===== src/rtl/ahb_arb_pkg.sv =====
package ahb_arb_pkg;
  typedef enum logic [1:0] {
    PARK_NONE  = 2'd0,
    PARK_LAST  = 2'd1,
    PARK_FIXED = 2'd2
  } park_e;

  localparam int unsigned BEAT_CAP = 256;

  // Beats allowed in one burst for a limit select code.
  function automatic int unsigned beat_limit(input logic [1:0] sel);
    return 32 << sel;
  endfunction
endpackage


===== src/rtl/ahb_arb_pick.sv =====
module ahb_arb_pick #(
  parameter  int NM = 7,
  localparam int IW = (NM > 1) ? $clog2(NM) : 1
) (
  input  logic [NM-1:0]   req,
  input  logic            rr_mode,
  input  logic [IW-1:0]   last_idx,
  input  logic [2*NM-1:0] prio,
  output logic            any,
  output logic [IW-1:0]   win
);
  logic [IW-1:0] rr_w, fp_w, rr_pos;
  logic          rr_hit, fp_hit;
  logic [1:0]    fp_lvl;

  // Rotating search: start after the most recent winner.
  always_comb begin
    rr_w   = '0;
    rr_hit = 1'b0;
    rr_pos = '0;
    for (int k = 1; k <= NM; k++) begin
      rr_pos = IW'((int'(last_idx) + k) % NM);
      if (!rr_hit && req[rr_pos]) begin
        rr_hit = 1'b1;
        rr_w   = rr_pos;
      end
    end
  end

  // Priority search: strict compare keeps ties with the lower index.
  always_comb begin
    fp_w   = '0;
    fp_hit = 1'b0;
    fp_lvl = '0;
    for (int j = 0; j < NM; j++) begin
      if (req[j] && (!fp_hit || prio[2*j +: 2] > fp_lvl)) begin
        fp_hit = 1'b1;
        fp_lvl = prio[2*j +: 2];
        fp_w   = IW'(j);
      end
    end
  end

  assign any = |req;
  assign win = rr_mode ? rr_w : fp_w;
endmodule


===== src/rtl/ahb_arb_beat_cnt.sv =====
module ahb_arb_beat_cnt
  import ahb_arb_pkg::*;
#(
  parameter  int CAP = BEAT_CAP,
  localparam int CW  = $clog2(CAP) + 1
) (
  input  logic       clk,
  input  logic       rst_n,
  input  logic       clr,
  input  logic       beat,
  input  logic       last,
  input  logic [1:0] sel,
  output logic       hit
);
  logic [CW-1:0] cnt_q;

  assign hit = beat && (cnt_q == CW'(beat_limit(sel) - 1));

  always_ff @(posedge clk or negedge rst_n) begin
    if (!rst_n)              cnt_q <= '0;
    else if (clr)            cnt_q <= '0;
    else if (beat) begin
      if (last || hit)       cnt_q <= '0;
      else                   cnt_q <= cnt_q + 1'b1;
    end
  end
endmodule


===== src/rtl/ahb_arb_park.sv =====
module ahb_arb_park
  import ahb_arb_pkg::*;
#(
  parameter  int NM = 7,
  localparam int IW = (NM > 1) ? $clog2(NM) : 1
) (
  input  logic [1:0]    mode,
  input  logic [IW-1:0] fix_idx,
  input  logic          cur_vld,
  input  logic [IW-1:0] cur_idx,
  output logic          nxt_vld,
  output logic [IW-1:0] nxt_idx
);
  always_comb begin
    nxt_vld = 1'b0;
    nxt_idx = cur_idx;
    case (park_e'(mode))
      PARK_LAST: begin
        nxt_vld = cur_vld;
        nxt_idx = cur_idx;
      end
      PARK_FIXED: begin
        nxt_vld = 1'b1;
        nxt_idx = (int'(fix_idx) < NM) ? fix_idx : '0;
      end
      default: begin
        nxt_vld = 1'b0;
        nxt_idx = cur_idx;
      end
    endcase
  end
endmodule


===== src/rtl/ahb_slv_arb.sv =====
module ahb_slv_arb
  import ahb_arb_pkg::*;
#(
  parameter  int NM = 7,
  localparam int IW = (NM > 1) ? $clog2(NM) : 1
) (
  input  logic            clk,
  input  logic            rst_n,
  input  logic            cfg_rr_en,
  input  logic [1:0]      cfg_park_mode,
  input  logic [IW-1:0]   cfg_park_idx,
  input  logic [2*NM-1:0] cfg_prio,
  input  logic [1:0]      cfg_beat_sel,
  input  logic [NM-1:0]   m_req,
  input  logic [NM-1:0]   m_lock,
  input  logic [NM-1:0]   m_beat,
  input  logic [NM-1:0]   m_last,
  output logic [NM-1:0]   grant,
  output logic            grant_vld,
  output logic [IW-1:0]   slv_master,
  output logic            slv_lock
);
  logic          own_vld_q;
  logic [IW-1:0] own_q, last_q;

  // Named events of the current owner, also watched by the checker.
  logic own_req, own_lock, own_beat, own_last;
  logic lim_hit, burst_end, slot_free;
  logic win_any;
  logic [IW-1:0] win_idx;
  logic park_vld;
  logic [IW-1:0] park_idx_n;

  assign own_req   = own_vld_q && m_req[own_q];
  assign own_lock  = own_vld_q && m_lock[own_q];
  assign own_beat  = own_vld_q && m_beat[own_q];
  assign own_last  = m_last[own_q];
  assign burst_end = own_beat && (own_last || lim_hit);
  assign slot_free = !own_vld_q || (!own_lock && (!own_req || burst_end));

  ahb_arb_pick #(.NM(NM)) u_pick (
    .req      (m_req),
    .rr_mode  (cfg_rr_en),
    .last_idx (last_q),
    .prio     (cfg_prio),
    .any      (win_any),
    .win      (win_idx)
  );

  ahb_arb_beat_cnt #(.CAP(BEAT_CAP)) u_cnt (
    .clk   (clk),
    .rst_n (rst_n),
    .clr   (slot_free),
    .beat  (own_beat),
    .last  (own_last),
    .sel   (cfg_beat_sel),
    .hit   (lim_hit)
  );

  ahb_arb_park #(.NM(NM)) u_park (
    .mode    (cfg_park_mode),
    .fix_idx (cfg_park_idx),
    .cur_vld (own_vld_q),
    .cur_idx (own_q),
    .nxt_vld (park_vld),
    .nxt_idx (park_idx_n)
  );

  always_ff @(posedge clk or negedge rst_n) begin
    if (!rst_n) begin
      own_vld_q <= 1'b0;
      own_q     <= '0;
      last_q    <= IW'(NM - 1);
    end else if (slot_free) begin
      if (win_any) begin
        own_vld_q <= 1'b1;
        own_q     <= win_idx;
        last_q    <= win_idx;
      end else begin
        own_vld_q <= park_vld;
        own_q     <= park_idx_n;
      end
    end
  end

  for (genvar i = 0; i < NM; i++) begin : g_gnt
    assign grant[i] = own_vld_q && (own_q == IW'(i));
  end

  assign grant_vld  = own_vld_q;
  assign slv_master = own_q;
  assign slv_lock   = own_lock;
endmodule


===== config.mk =====
export PLATFORM = sky130hd
export DESIGN_NAME = ahb_slv_arb
export DESIGN_NICKNAME = d
export VERILOG_FILES = /design/src/rtl/ahb_arb_pkg.sv /design/src/rtl/ahb_arb_pick.sv /design/src/rtl/ahb_arb_beat_cnt.sv /design/src/rtl/ahb_arb_park.sv /design/src/rtl/ahb_slv_arb.sv
export SDC_FILE = /design/constraint.sdc
export NUM_CORES = 1
export LEC_CHECK = 0
export BUFFER_PORTS_ARGS = -buffer_cell sky130_fd_sc_hd__buf_2
export CORE_ASPECT_RATIO = 1.1
export CORE_MARGIN = 5
export CORE_UTILIZATION = 55
export CTS_BUF_LIST = sky130_fd_sc_hd__clkbuf_16
export DETAILED_ROUTE_END_ITERATION = 10
export PLACE_DENSITY = 0.74
export REMOVE_ABC_BUFFERS = 1
export SYNTH_ARGS = -nofsm -noshare
export SYNTH_HDL_FRONTEND = slang
export SYNTH_SLANG_ARGS = --single-unit

===== constraint.sdc =====
create_clock -name clk -period 9.2 [get_ports clk]
set_input_delay 0.46 -clock clk [delete_from_list [all_inputs] [get_ports clk]]
set_output_delay 0.46 -clock clk [all_outputs]
set_load 0.01 [all_outputs]

== Yosys cells after proc, flatten, opt, wreduce, memory -nomap -nowiden ==
Index checks and enable logic that the tools add are counted.

* Memories: 0
* RAM bits: 0
* Bits in read-only memories: 0
* Latch bits: 0
* Input port bits: 52
* Register bits after elaboration: 16

* Add/subtract/negate cells: 9
* Multiplexer cells: 62
* Reduce and logical (&&, ||, !) cells: 56
* Shift-type cells: 1
* $mul: 0
* Eq/ne operators: 10
* Bitwise logic cells: 0
* $lt $le $gt $ge: 15
* Divide/modulo/power cells: 7

{| class="wikitable"
|+ Operators with widths
! operator !! count
|-
| remainder unit 32 x 4 -> 32 bit, second input constant || 7
|-
| two-way mux 3 bit || 14
|-
| binary-select mux 1 bit (select 3 bit) || 11
|-
| less-than comparator 3 x 4 -> 1 bit, second input constant || 8
|-
| two-way mux 9 bit || 3
|-
| logical AND 1 bit || 25
|-
| two-way mux 1 bit || 25
|-
| adder 3 x 3 -> 4 bit, second input constant || 4
|-
| two-way mux 2 bit || 8
|-
| zero test 1 bit || 15
|-
| greater-than comparator 2 bit || 6
|-
| adder 9 x 1 -> 9 bit, second input constant || 1
|-
| equality test 3 bit, second input constant || 3
|-
| equality test 9 bit || 1
|-
| logical OR 1 bit || 9
|-
| << shifter 6 x 2 -> 9 bit, first input constant || 1
|-
| subtractor 9 x 1 -> 9 bit, second input constant || 1
|-
| adder 3 x 2 -> 4 bit, second input constant || 2
|-
| OR reduction 7 bit || 1
|-
| equality test 3 x 2 -> 1 bit, second input constant || 2
|-
| AND reduction 2 bit || 3
|-
| adder 3 x 1 -> 4 bit, second input constant || 1
|-
| nonzero test 2 bit || 2
|-
| equality test 3 x 1 -> 1 bit, second input constant || 1
|-
| other kinds (6) || 6
|}

== Logic depth before layout (Yosys ltp) ==
Gate-level depths: netlist of the first run.

* Depth in word-level cells: 27
* Gate-level depth with buffers: 40

== Cells and area by module ==
From an unflattened synthesis of the first run, not the netlist that was laid out.

* Cells, all modules: 567
* Area, all modules: 4276.6 um^2

{| class="wikitable"
|+ By module, submodules not included
! module !! area an instance (um^2) !! instances !! cells each !! seq. area each (um^2)
|-
| ahb_arb_pick || 2840.2 || 1 || 400 || 0.0
|-
| ahb_slv_arb || 729.4 || 1 || 88 || 177.7
|-
| ahb_arb_beat_cnt || 609.3 || 1 || 67 || 225.2
|-
| ahb_arb_park || 97.6 || 1 || 12 || 0.0
|}

== Worst setup path after synthesis of the first run ==
Ideal clock, no wire load.

* Path type: input-to-reg
* From: input m_req[0]
* To: register own_q[1] (netlist: slv_master[1])
* Buffers on the path: 1
* Slack: 2.107 ns
* Stages on the path: 36
* Arrival time: 6.972 ns
* Setup time: 0.121 ns
* Cells stage by stage: clkbuf_1 > and2_1 > ha_1 > nand2_1 > o21ai_0 > a21oi_1 > mux2_2 > ha_1 > o22ai_1 > o21ai_0 > nor2_1 > mux2_2 > ha_1 > nor2_1 > o2111ai_1 > o21a_1 > mux2_2 > ha_1 > nor2_1 > nor2_1 > nand2_1 > nand2_1 > nor2_1 > mux2_2 > ha_1 > a21oi_1 > nor2_1 > nor2_1 > mux2_2 > ha_1 > a21oi_1 > a21o_1 > a21oi_1 > a21boi_0 > a32oi_1 > o211a_1

* Longest elaborated chain between the ends: 27
* Elaborated cells on any way between the ends: 92

{| class="wikitable"
|+ RTL lines
! item !! line !! source
|-
| from (decl) || ahb_slv_arb.sv:14 || <nowiki>input logic [NM-1:0] m_req,</nowiki>
|-
| two-way mux 2 bit / two-way mux 1 bit (equally long branches) || ahb_arb_pick.sv:36 || <nowiki>if (req[j] && (!fp_hit || prio[2*j +: 2] > fp_lvl)) begin</nowiki>
|-
| greater-than comparator 2 bit / zero test 1 bit (equally long branches) || ahb_arb_pick.sv:36 ||
|-
| logical OR 1 bit || ahb_arb_pick.sv:36 ||
|-
| logical AND 1 bit || ahb_arb_pick.sv:36 ||
|-
| two-way mux 2 bit / two-way mux 1 bit (equally long branches) || ahb_arb_pick.sv:36 ||
|-
| greater-than comparator 2 bit / zero test 1 bit (equally long branches) || ahb_arb_pick.sv:36 ||
|-
| logical OR 1 bit || ahb_arb_pick.sv:36 ||
|-
| logical AND 1 bit || ahb_arb_pick.sv:36 ||
|-
| [11 not listed] || - ||
|-
| logical AND 1 bit || ahb_arb_pick.sv:36 ||
|-
| two-way mux 2 bit / two-way mux 1 bit (equally long branches) || ahb_arb_pick.sv:36 ||
|-
| greater-than comparator 2 bit / zero test 1 bit (equally long branches) || ahb_arb_pick.sv:36 ||
|-
| logical OR 1 bit || ahb_arb_pick.sv:36 ||
|-
| logical AND 1 bit || ahb_arb_pick.sv:36 ||
|-
| two-way mux 3 bit || ahb_arb_pick.sv:36 ||
|-
| two-way mux 3 bit || ahb_arb_pick.sv:45 || <nowiki>assign win = rr_mode ? rr_w : fp_w;</nowiki>
|-
| two-way mux 3 bit || ahb_slv_arb.sv:75 || <nowiki>if (win_any) begin</nowiki>
|-
| to (signal assigned) || ahb_slv_arb.sv:77 || <nowiki>own_q <= win_idx;</nowiki>
|-
| to (signal assigned) || ahb_slv_arb.sv:81 || <nowiki>own_q <= park_idx_n;</nowiki>
|-
| to (decl) || ahb_slv_arb.sv:24 || <nowiki>logic [IW-1:0] own_q, last_q;</nowiki>
|}

Several ways; a longest one is shown, not always the timed one. The select of a mux whose other input is x is not followed.
A chain may end at the register's enable or synchronous reset.

== Final worst setup path of the first run ==
Ends and elaborated chain as after synthesis.

==> results of run 1 <==
[cell usage after synthesis (7+ instances only)]
| library cell | instances |
|---|---|
| nand2b_1 | 11 |
| nand3_1 | 16 |
| nor3_1 | 8 |
| xnor2_1 | 13 |
| o21ai_0 | 29 |
| mux2i_1 | 24 |
| ha_1 | 36 |
| o221ai_1 | 8 |
| nor2_1 | 53 |
| mux2_2 | 9 |
| and3_1 | 9 |
| nand2_1 | 50 |
| inv_1 | 41 |
| nand4_1 | 7 |
| clkbuf_1 | 23 |
| a31oi_1 | 12 |
| dfrtp_1 | 14 |
| a21oi_1 | 42 |
[flip-flops by register name, indices dropped and copies added, names as in the netlist]
register,count
grant_vld,1
last_q,3
slv_master,3
u_cnt.cnt_q,9
[cells by family (layout without fill, tap and decap cells)]
kind of cell	Yosys count	after routing	share of synthesized area
and+or+nand+nor	181	181	0.226
adders and majority gates	36	36	0.117
muxes	39	39	0.123
AOI/OAI and AO/OA	176	176	0.320
DFF	16	16	0.104
buffers and inverters	69	113	0.0676
xor gates and xnor gates	18	18	0.0427
[cell type report]
type                       instances  area [um2]  share of cell area
multi-input combinational        450        3200               0.747
sequential                        16         403              0.0940
timing repair buffer              65         330              0.0771
inverter                          44         165              0.0385
tap                               85         106              0.0248
clock buffer                       3        75.1              0.0175
clock inverter                     1        3.75            0.000876
[worst max-delay path, delay by kind of cell]
family | cells | cell delay [ps]
AOI/OAI and AO/OA | 15 | 2410
muxes | 5 | 1890
adders and majority gates | 6 | 1720
and+or+nand+nor | 7 | 1090
buffers and inverters | 1 | 270
[through the flow]
stage | area [um2] | setup slack (ps) | cells | utilization | hold slack (ps)
global placement | 4210 | 1640 | 660 | 0.607 | 392
floorplan | 3770 | 2350 | 510 | - | 164
detailed placement | 4210 | 1330 | 660 | 0.607 | 390
CTS | 4290 | 1560 | 664 | 0.619 | 134
finish | 4290 | 1500 | 664 | 0.619 | 121
global route | 4290 | 898 | 664 | 0.619 | 150
[per-layer routing]
metal,part of all wire,track usage
met5,0,0
met4,0.019,0.0653
met3,0.048,0.0247
met2,0.52,0.443
met1,0.42,0.299
[path summary, 6_finish.rpt]
path	start	end
worst min-delay path	rst_n	u_cnt.cnt_q[3]
worst max register to register	last_q[1]	slv_master[2]
worst min register to register	u_cnt.cnt_q[8]	u_cnt.cnt_q[8]
min in group clk	cfg_park_mode[1]	grant_vld
worst max-delay path	m_req[0]	slv_master[1]
max in group asynchronous	rst_n	last_q[1]
==> run_results.csv, run 1 <==
group,metric,value,unit
yosys,yosysWarnings,0,
grt,grtUsageTotal,0.242,
grt,grt_start_max_net_pins,44,
yosys,syn_avg_cell_area,7.23,um2
die,start_util,0.558,
clocking,cts_tree,"done",
routing,ant_nets,0,
clocking,hold_buffers,0,
timing,setup_viol,0,
worst_setup_path,rr_worst_depth,19,
routing,drt_iter0_drc,260,
yosys,synth_area,3870,um2
yosys,synthCells,535,
worst_setup_path,end_kind,"flip-flop",
worst_setup_path,reg2reg_slack,3750,ps
yosys,yosysSeqAreaShare,0.104,
timing,hold_viol,0,
yosys,synth-async-reset-ratio,1.00,
die,fp.dieH,97.9,um
routing,drc,0,
timing,final.min_clock_period,7700,ps
outcome,outcome,"complete, no violations",
clocking,cts.htree.levels,1,
die,die_x,89.9,um
timing,drv_slew,0,
die,row_count,32,
die,core,6930,um2
yosys,yosys-top-cells-area,"ha_1 (12%), dfrtp_1 (9.1%), mux2i_1 (6.2%), a21oi_1 (5.4%), nor2_1 (5.1%)",
placement,gp_congestion,0.959,
grt,grt_overflow,0,
grt,antenna_found_initial,0,
grt,first_global_vias,4123,
routing,via_count,4254,
grt,grt_first_pass_wirelength,18600,um
worst_setup_path,cp.arrival,7830,ps
timing,relSlewSlack,0.490,
die,die_area,8810,um2
timing,tightestPinTransition,760,ps
timing,fmax,130,MHz
finish,n_fill_cell,663,
clocking,clock_sinks,16,
finish,antenna_cells,0,
clocking,clkTransAtPathRegs,50,ps
timing,finalCritPeriodShare,0.837,
run,max_cap_violations,0,
finish,layout_common_cells,"buf_2 (63), nor2_1 (53), nand2_1 (50), a21oi_1 (42), inv_1 (41)",
hold_path,hold_class,"in2async",
routing,first_pass_iters,7,
worst_setup_path,crit_required,9330,ps
routing,drt-vias-per-instance,6.41,
yosys,synth-edff-count,0,
worst_setup_path,start_kind,"input pin",
finish,syn2layout_area_growth,10.8,%
timing,final.setup.tns,0,ps
timing,rsz0062_at_grt,"no",
placement,hpwl,8570,um
placement,numPortBuffers,63,
routing,drt-total-wl,11100,um
timing,fin_skew,1.38,ps
clocking,clk_latency,240,ps
yosys,ys_seq_elements,16,
clocking,cts-root-buf,"clkbuf_16",
yosys,yosys.area.top_type,"ha_1",
yosys,netlist.area_leader.share,0.117,
yosys,synth.distinct_cells,74,
clocking,post_cts_resized,0,
finish,final_common_cell,"buf_2",
die,ios,64,
clocking,numCtsBuffers,3,
worst_setup_path,cpPeakStageDelay,400,ps
worst_setup_path,critPathSlowestCell,"mux2_2",
finish,drive_gt1_frac,0.169,
routing,wire_per_inst,16.7,um
worst_setup_path,cp_common_cell,"ha_1",
worst_setup_path,cp_max_fo,14,
clocking,clockBufferDepth,2,
worst_setup_path,worstSetupPathType,"in2reg",
yosys,ys.flop_type,"dfrtp_1",
clocking,cts_setup_buffers,0,
finish,nets,668,
Power of run 1 is left out: the tool's default activity adds up to more than one toggle a clock period on the data nets, which glitch-free logic cannot reach.
==> run 2: changes to the inputs <==
Clock period 9.2 ns to 7.7 ns, I/O delays scaled along.
==> run 2 against run 1 <==
  * Die area is the same
  * Hold slack lost 73 ps
  * Core utilization grew 0.18 points
  * Sequential share of layout area is essentially flat
  * First-iteration DRC count grew 3.1%
  * Critical path type unchanged
==> run_results.csv, run 2 (synthesized netlist as in run 1, its figures left out) <==
group,metric,value,unit
outcome,outcome,"complete, no violations",
routing,first_pass_iters,5,
finish,n_fill_cell,655,
die,core,6930,um2
timing,finalCritPeriodShare,0.927,
grt,grt_start_max_net_pins,25,
timing,relSlewSlack,0.500,
worst_setup_path,end_kind,"flip-flop",
worst_setup_path,critPathSlowestCell,"mux2_2",
clocking,cts_setup_buffers,0,
clocking,cts_tree,"done",
finish,final_common_cell,"buf_2",
worst_setup_path,rr_worst_depth,19,
die,row_count,32,
worst_setup_path,start_kind,"input pin",
timing,final.min_clock_period,7140,ps
routing,via_count,4259,
routing,wire_per_inst,16.6,um
grt,antenna_found_initial,0,
timing,drv_slew,0,
clocking,cts-root-buf,"clkbuf_16",
worst_setup_path,reg2reg_slack,2180,ps
die,start_util,0.558,
finish,layout_common_cells,"buf_2 (63), nor2_1 (51), nand2_1 (50), a21oi_1 (42), inv_1 (41)",
worst_setup_path,cp.arrival,7270,ps
routing,drt_iter0_drc,268,
timing,fmax,140,MHz
clocking,clock_sinks,16,
timing,hold_viol,0,
finish,largest_reg_flops,9,
hold_path,hold_class,"in2async",
timing,fin_skew,5.00,ps
finish,largest_register,"u_cnt.cnt_q",
worst_setup_path,cpPeakStageDelay,380,ps
routing,drt-vias-per-instance,6.40,
die,die_area,8810,um2
worst_setup_path,r2r-end,"slv_master[2]",
timing,hold_slack,47.7,ps
clocking,cts.htree.levels,1,
grt,grt_first_pass_wirelength,18300,um
die,fp.dieH,97.9,um
worst_setup_path,crit_required,7840,ps
grt,grtUsageTotal,0.241,
placement,numPortBuffers,63,
routing,drt-total-wl,11000,um
timing,tightestPinTransition,745,ps
die,die_x,89.9,um
clocking,numCtsBuffers,3,
placement,dpl_worst_slack,195,ps
worst_setup_path,cp_common_cell,"ha_1",
worst_setup_path,worstSetupPathType,"in2reg",
clocking,clockBufferDepth,2,
finish,nets,669,
worst_setup_path,cp-startpoint,"m_req[0]",
clocking,clk_latency,250,ps
placement,gp_congestion,0.926,
timing,setup_viol,0,
finish,drive_gt1_frac,0.174,
grt,grt_overflow,0,
finish,syn2layout_area_growth,11.2,%
grt,first_global_vias,4025,
routing,drc,0,
routing,ant_nets,0,
finish,antenna_cells,0,
placement,hpwl,8540,um
worst_setup_path,cp_max_fo,5,
worst_setup_path,timing.rr.start,"last_q[0]",
clocking,clkTransAtPathRegs,50,ps
run,max_cap_violations,0,
finish,layoutNonFillerInstCount,665,
placement,dp.cells,661,
die,ios,64,
timing,setup_ws,564,ps
==> run 2: changes by cell type in the layout (fill, tap and decap cells not counted) <==
cell / delta
nor2_1: -2
nor2_2: +2
buf_4: +1
==> run 2: routing by layer <==
| layer | global-route usage | vias up | part of all wire |
|---|---|---|---|
| li1 | - | 2100 | - |
| met2 | 0.419 | 139 | 0.49 |
| met5 | 0 | - | 0 |
| met4 | 0.0905 | 0 | 0.029 |
| met3 | 0.0254 | 36 | 0.054 |
| met1 | 0.305 | 1984 | 0.43 |
==> run 2: cell type report <==
cell class,count,area [um2],area share
well taps,85,106,0.0247
flip-flops and latches,16,403,0.0937
clock buffers,3,75.1,0.0175
clock inverters,1,3.75,0.000873
inverters,44,165,0.0384
repair buffers,66,338,0.0786
multi-input cells,450,3210,0.746
==> run 2: worst max-delay path by stage <==
stage	depth (start not counted)	endpoint	slack (ps)
floorplan	33	slv_master[1]	920
global placement	36	slv_master[1]	450
detailed placement	36	slv_master[1]	190
CTS	36	slv_master[1]	430
global route	36	slv_master[1]	-10
finish	36	slv_master[1]	560
==> run 2: timing repair <==
action | 4_1_cts | 5_1_grt
setup endpoints to repair | 0 | 2
hold buffers | 0 | 0
gates resized for setup | 0 | 2
hold endpoints to repair | 0 | 0
==> run 2: metrics by stage <==
step                      utilization  TNS [ps]  instance area [um2]
after floorplan                     -         0                 3770
after global placement          0.608         0                 4210
after detailed placement        0.608         0                 4210
after CTS                       0.620         0                 4290
after global routing            0.620     -13.3                 4300
final                           0.620         0                 4300
==> run 2: worst max-delay path: cells and delay by family <==
kind            cells  cell delay [ps]
fa+ha+maj           6             1660
simple gates       11             1090
compound gates     13             2150
buf+inv             1              130
mux                 5             1850
Power of run 2 is left out for the same reason.
==> run 3: changes to the inputs <==
Settings changed: CAP_MARGIN from default to 20, CORE_MARGIN 5 to 4.
==> run 3 against run 2 <==
  * Register-to-register slack about the same
  * Global-route usage increased by 0.69 points
  * Clock skew decreased by 3.5 ps
  * Worst setup slack improved by 67 ps
  * Via count decreased by 2.2%
  * Die area decreased by 4.2%
  * Flip-flop and latch count unchanged
  * Clock-buffer cell count unchanged
  * Cell count decreased by 0.45%
  * Critical path depth increased by 1
  * Sequential share of layout area about the same
  * Core utilization increased by 2.1 points
  * Critical path type unchanged
  * Largest cell class unchanged
==> run_results.csv, run 3 (synthesized netlist as in run 1, its figures left out) <==
group,metric,value,unit
outcome,outcome,"complete, no violations",
worst_setup_path,reg2reg_slack,2180,ps
clocking,cts_setup_buffers,0,
routing,drt-vias-per-instance,6.29,
grt,grtUsageTotal,0.247,
timing,tightestPinTransition,764,ps
worst_setup_path,cp_max_fo,14,
finish,final_common_cell,"buf_2",
placement,gp_congestion,0.914,
clocking,cts.htree.levels,1,
clocking,clock_sinks,16,
die,start_util,0.576,
finish,largest_reg_flops,9,
routing,via_count,4165,
finish,drive_gt1_frac,0.176,
worst_setup_path,start_kind,"input pin",
clocking,numCtsBuffers,3,
worst_setup_path,worstSetupPathType,"in2reg",
placement,dpl_worst_slack,166,ps
clocking,hold_buffers,0,
routing,wire_per_inst,16.0,um
run,max_cap_violations,0,
timing,drv_slew,0,
worst_setup_path,critPathSlowestCell,"mux2_2",
grt,antenna_found_initial,0,
clocking,cts-root-buf,"clkbuf_16",
timing,setup_ws,631,ps
routing,drt-total-wl,10600,um
timing,final.min_clock_period,7070,ps
worst_setup_path,cp.arrival,7200,ps
die,die_area,8440,um2
routing,first_pass_iters,6,
placement,hpwl,8270,um
clocking,clk_latency,240,ps
routing,drt_iter0_drc,204,
clocking,cts_tree,"done",
grt,grt_first_pass_wirelength,17300,um
timing,fmax,141,MHz
grt,grt_overflow,0,
finish,largest_register,"u_cnt.cnt_q",
timing,hold_viol,0,
worst_setup_path,cpPeakStageDelay,370,ps
die,fp.dieH,95.9,um
finish,layout_common_cells,"buf_2 (62), nor2_1 (52), nand2_1 (50), inv_1 (41), a21oi_1 (41)",
grt,first_global_vias,3878,
grt,grt_start_max_net_pins,44,
die,die_x,87.9,um
routing,drc,0,
worst_setup_path,crit_required,7830,ps
timing,finalCritPeriodShare,0.918,
placement,numPortBuffers,63,
timing,setup_viol,0,
worst_setup_path,rr_worst_depth,19,
die,core,6710,um2
clocking,clockBufferDepth,2,
timing,relSlewSlack,0.487,
finish,n_fill_cell,595,
finish,syn2layout_area_growth,11.3,%
hold_path,hold_class,"in2async",
worst_setup_path,end_kind,"flip-flop",
die,ios,64,
worst_setup_path,timing.rr.start,"last_q[1]",
timing,fin_skew,1.47,ps
clocking,post_cts_resized,0,
finish,antenna_cells,0,
worst_setup_path,r2r-end,"slv_master[2]",
finish,nets,669,
routing,ant_nets,0,
die,row_count,31,
clocking,clkTransAtPathRegs,50,ps
[run 3: cell types whose count changed in the layout (fill, tap and decap cells not counted), sizes merged]
| cell | delta |
|---|---|
| buf | -1 |
| clkbuf | +1 |
[run 3: area by class of cell]
cell class / instances / area [um2] / area share
Clock buffer: 3 / 75.1 / 0.0175
Clock inverter: 1 / 3.75 / 0.000873
Inverter: 44 / 165 / 0.0384
Multi-Input combinational cell: 450 / 3210 / 0.747
Sequential cell: 16 / 403 / 0.0937
Tap cell: 82 / 103 / 0.0239
Timing Repair Buffer: 66 / 340 / 0.0791
[run 3: worst max path at each step]
| stage | start | to | slack, ps | depth (start not counted) |
|---|---|---|---|---|
| finish | m_req[0] | slv_master[1] | 630 | 37 |
| global route | m_req[0] | slv_master[1] | -30 | 39 |
| CTS | m_req[0] | slv_master[1] | 410 | 37 |
| detailed placement | m_req[0] | slv_master[1] | 170 | 37 |
| global placement | m_req[0] | slv_master[1] | 430 | 36 |
| floorplan | cfg_prio[0] | slv_master[1] | 920 | 33 |
[run 3: worst max-delay path, delay by kind of cell]
kind | cells | cell delay [ps]
AOI/OAI and AO/OA | 13 | 2060
adders and majority gates | 6 | 1690
muxes | 5 | 1690
and+or+nand+nor | 11 | 1030
buffers and inverters | 2 | 370
[run 3: through the flow]
stage	utilization	instances	setup TNS, ps	instance area (um2)	hold slack [ps]
after floorplan	-	510	0	3770	89.4
after global placement	0.627	658	0	4210	312
after detailed placement	0.627	658	0	4210	318
after CTS	0.639	662	0	4290	61.9
after global routing	0.641	662	-32.3	4300	88.9
final	0.641	662	0	4300	53.3
[run 3: layer usage]
metal,vias up,global-route usage,wire length [um]
met4,0,0.0422,123
met2,117,0.445,5320
met1,1944,0.325,4570
li1,2087,-,-
met5,-,0,0
met3,17,0.0214,552
Power of run 3 is left out for the same reason.
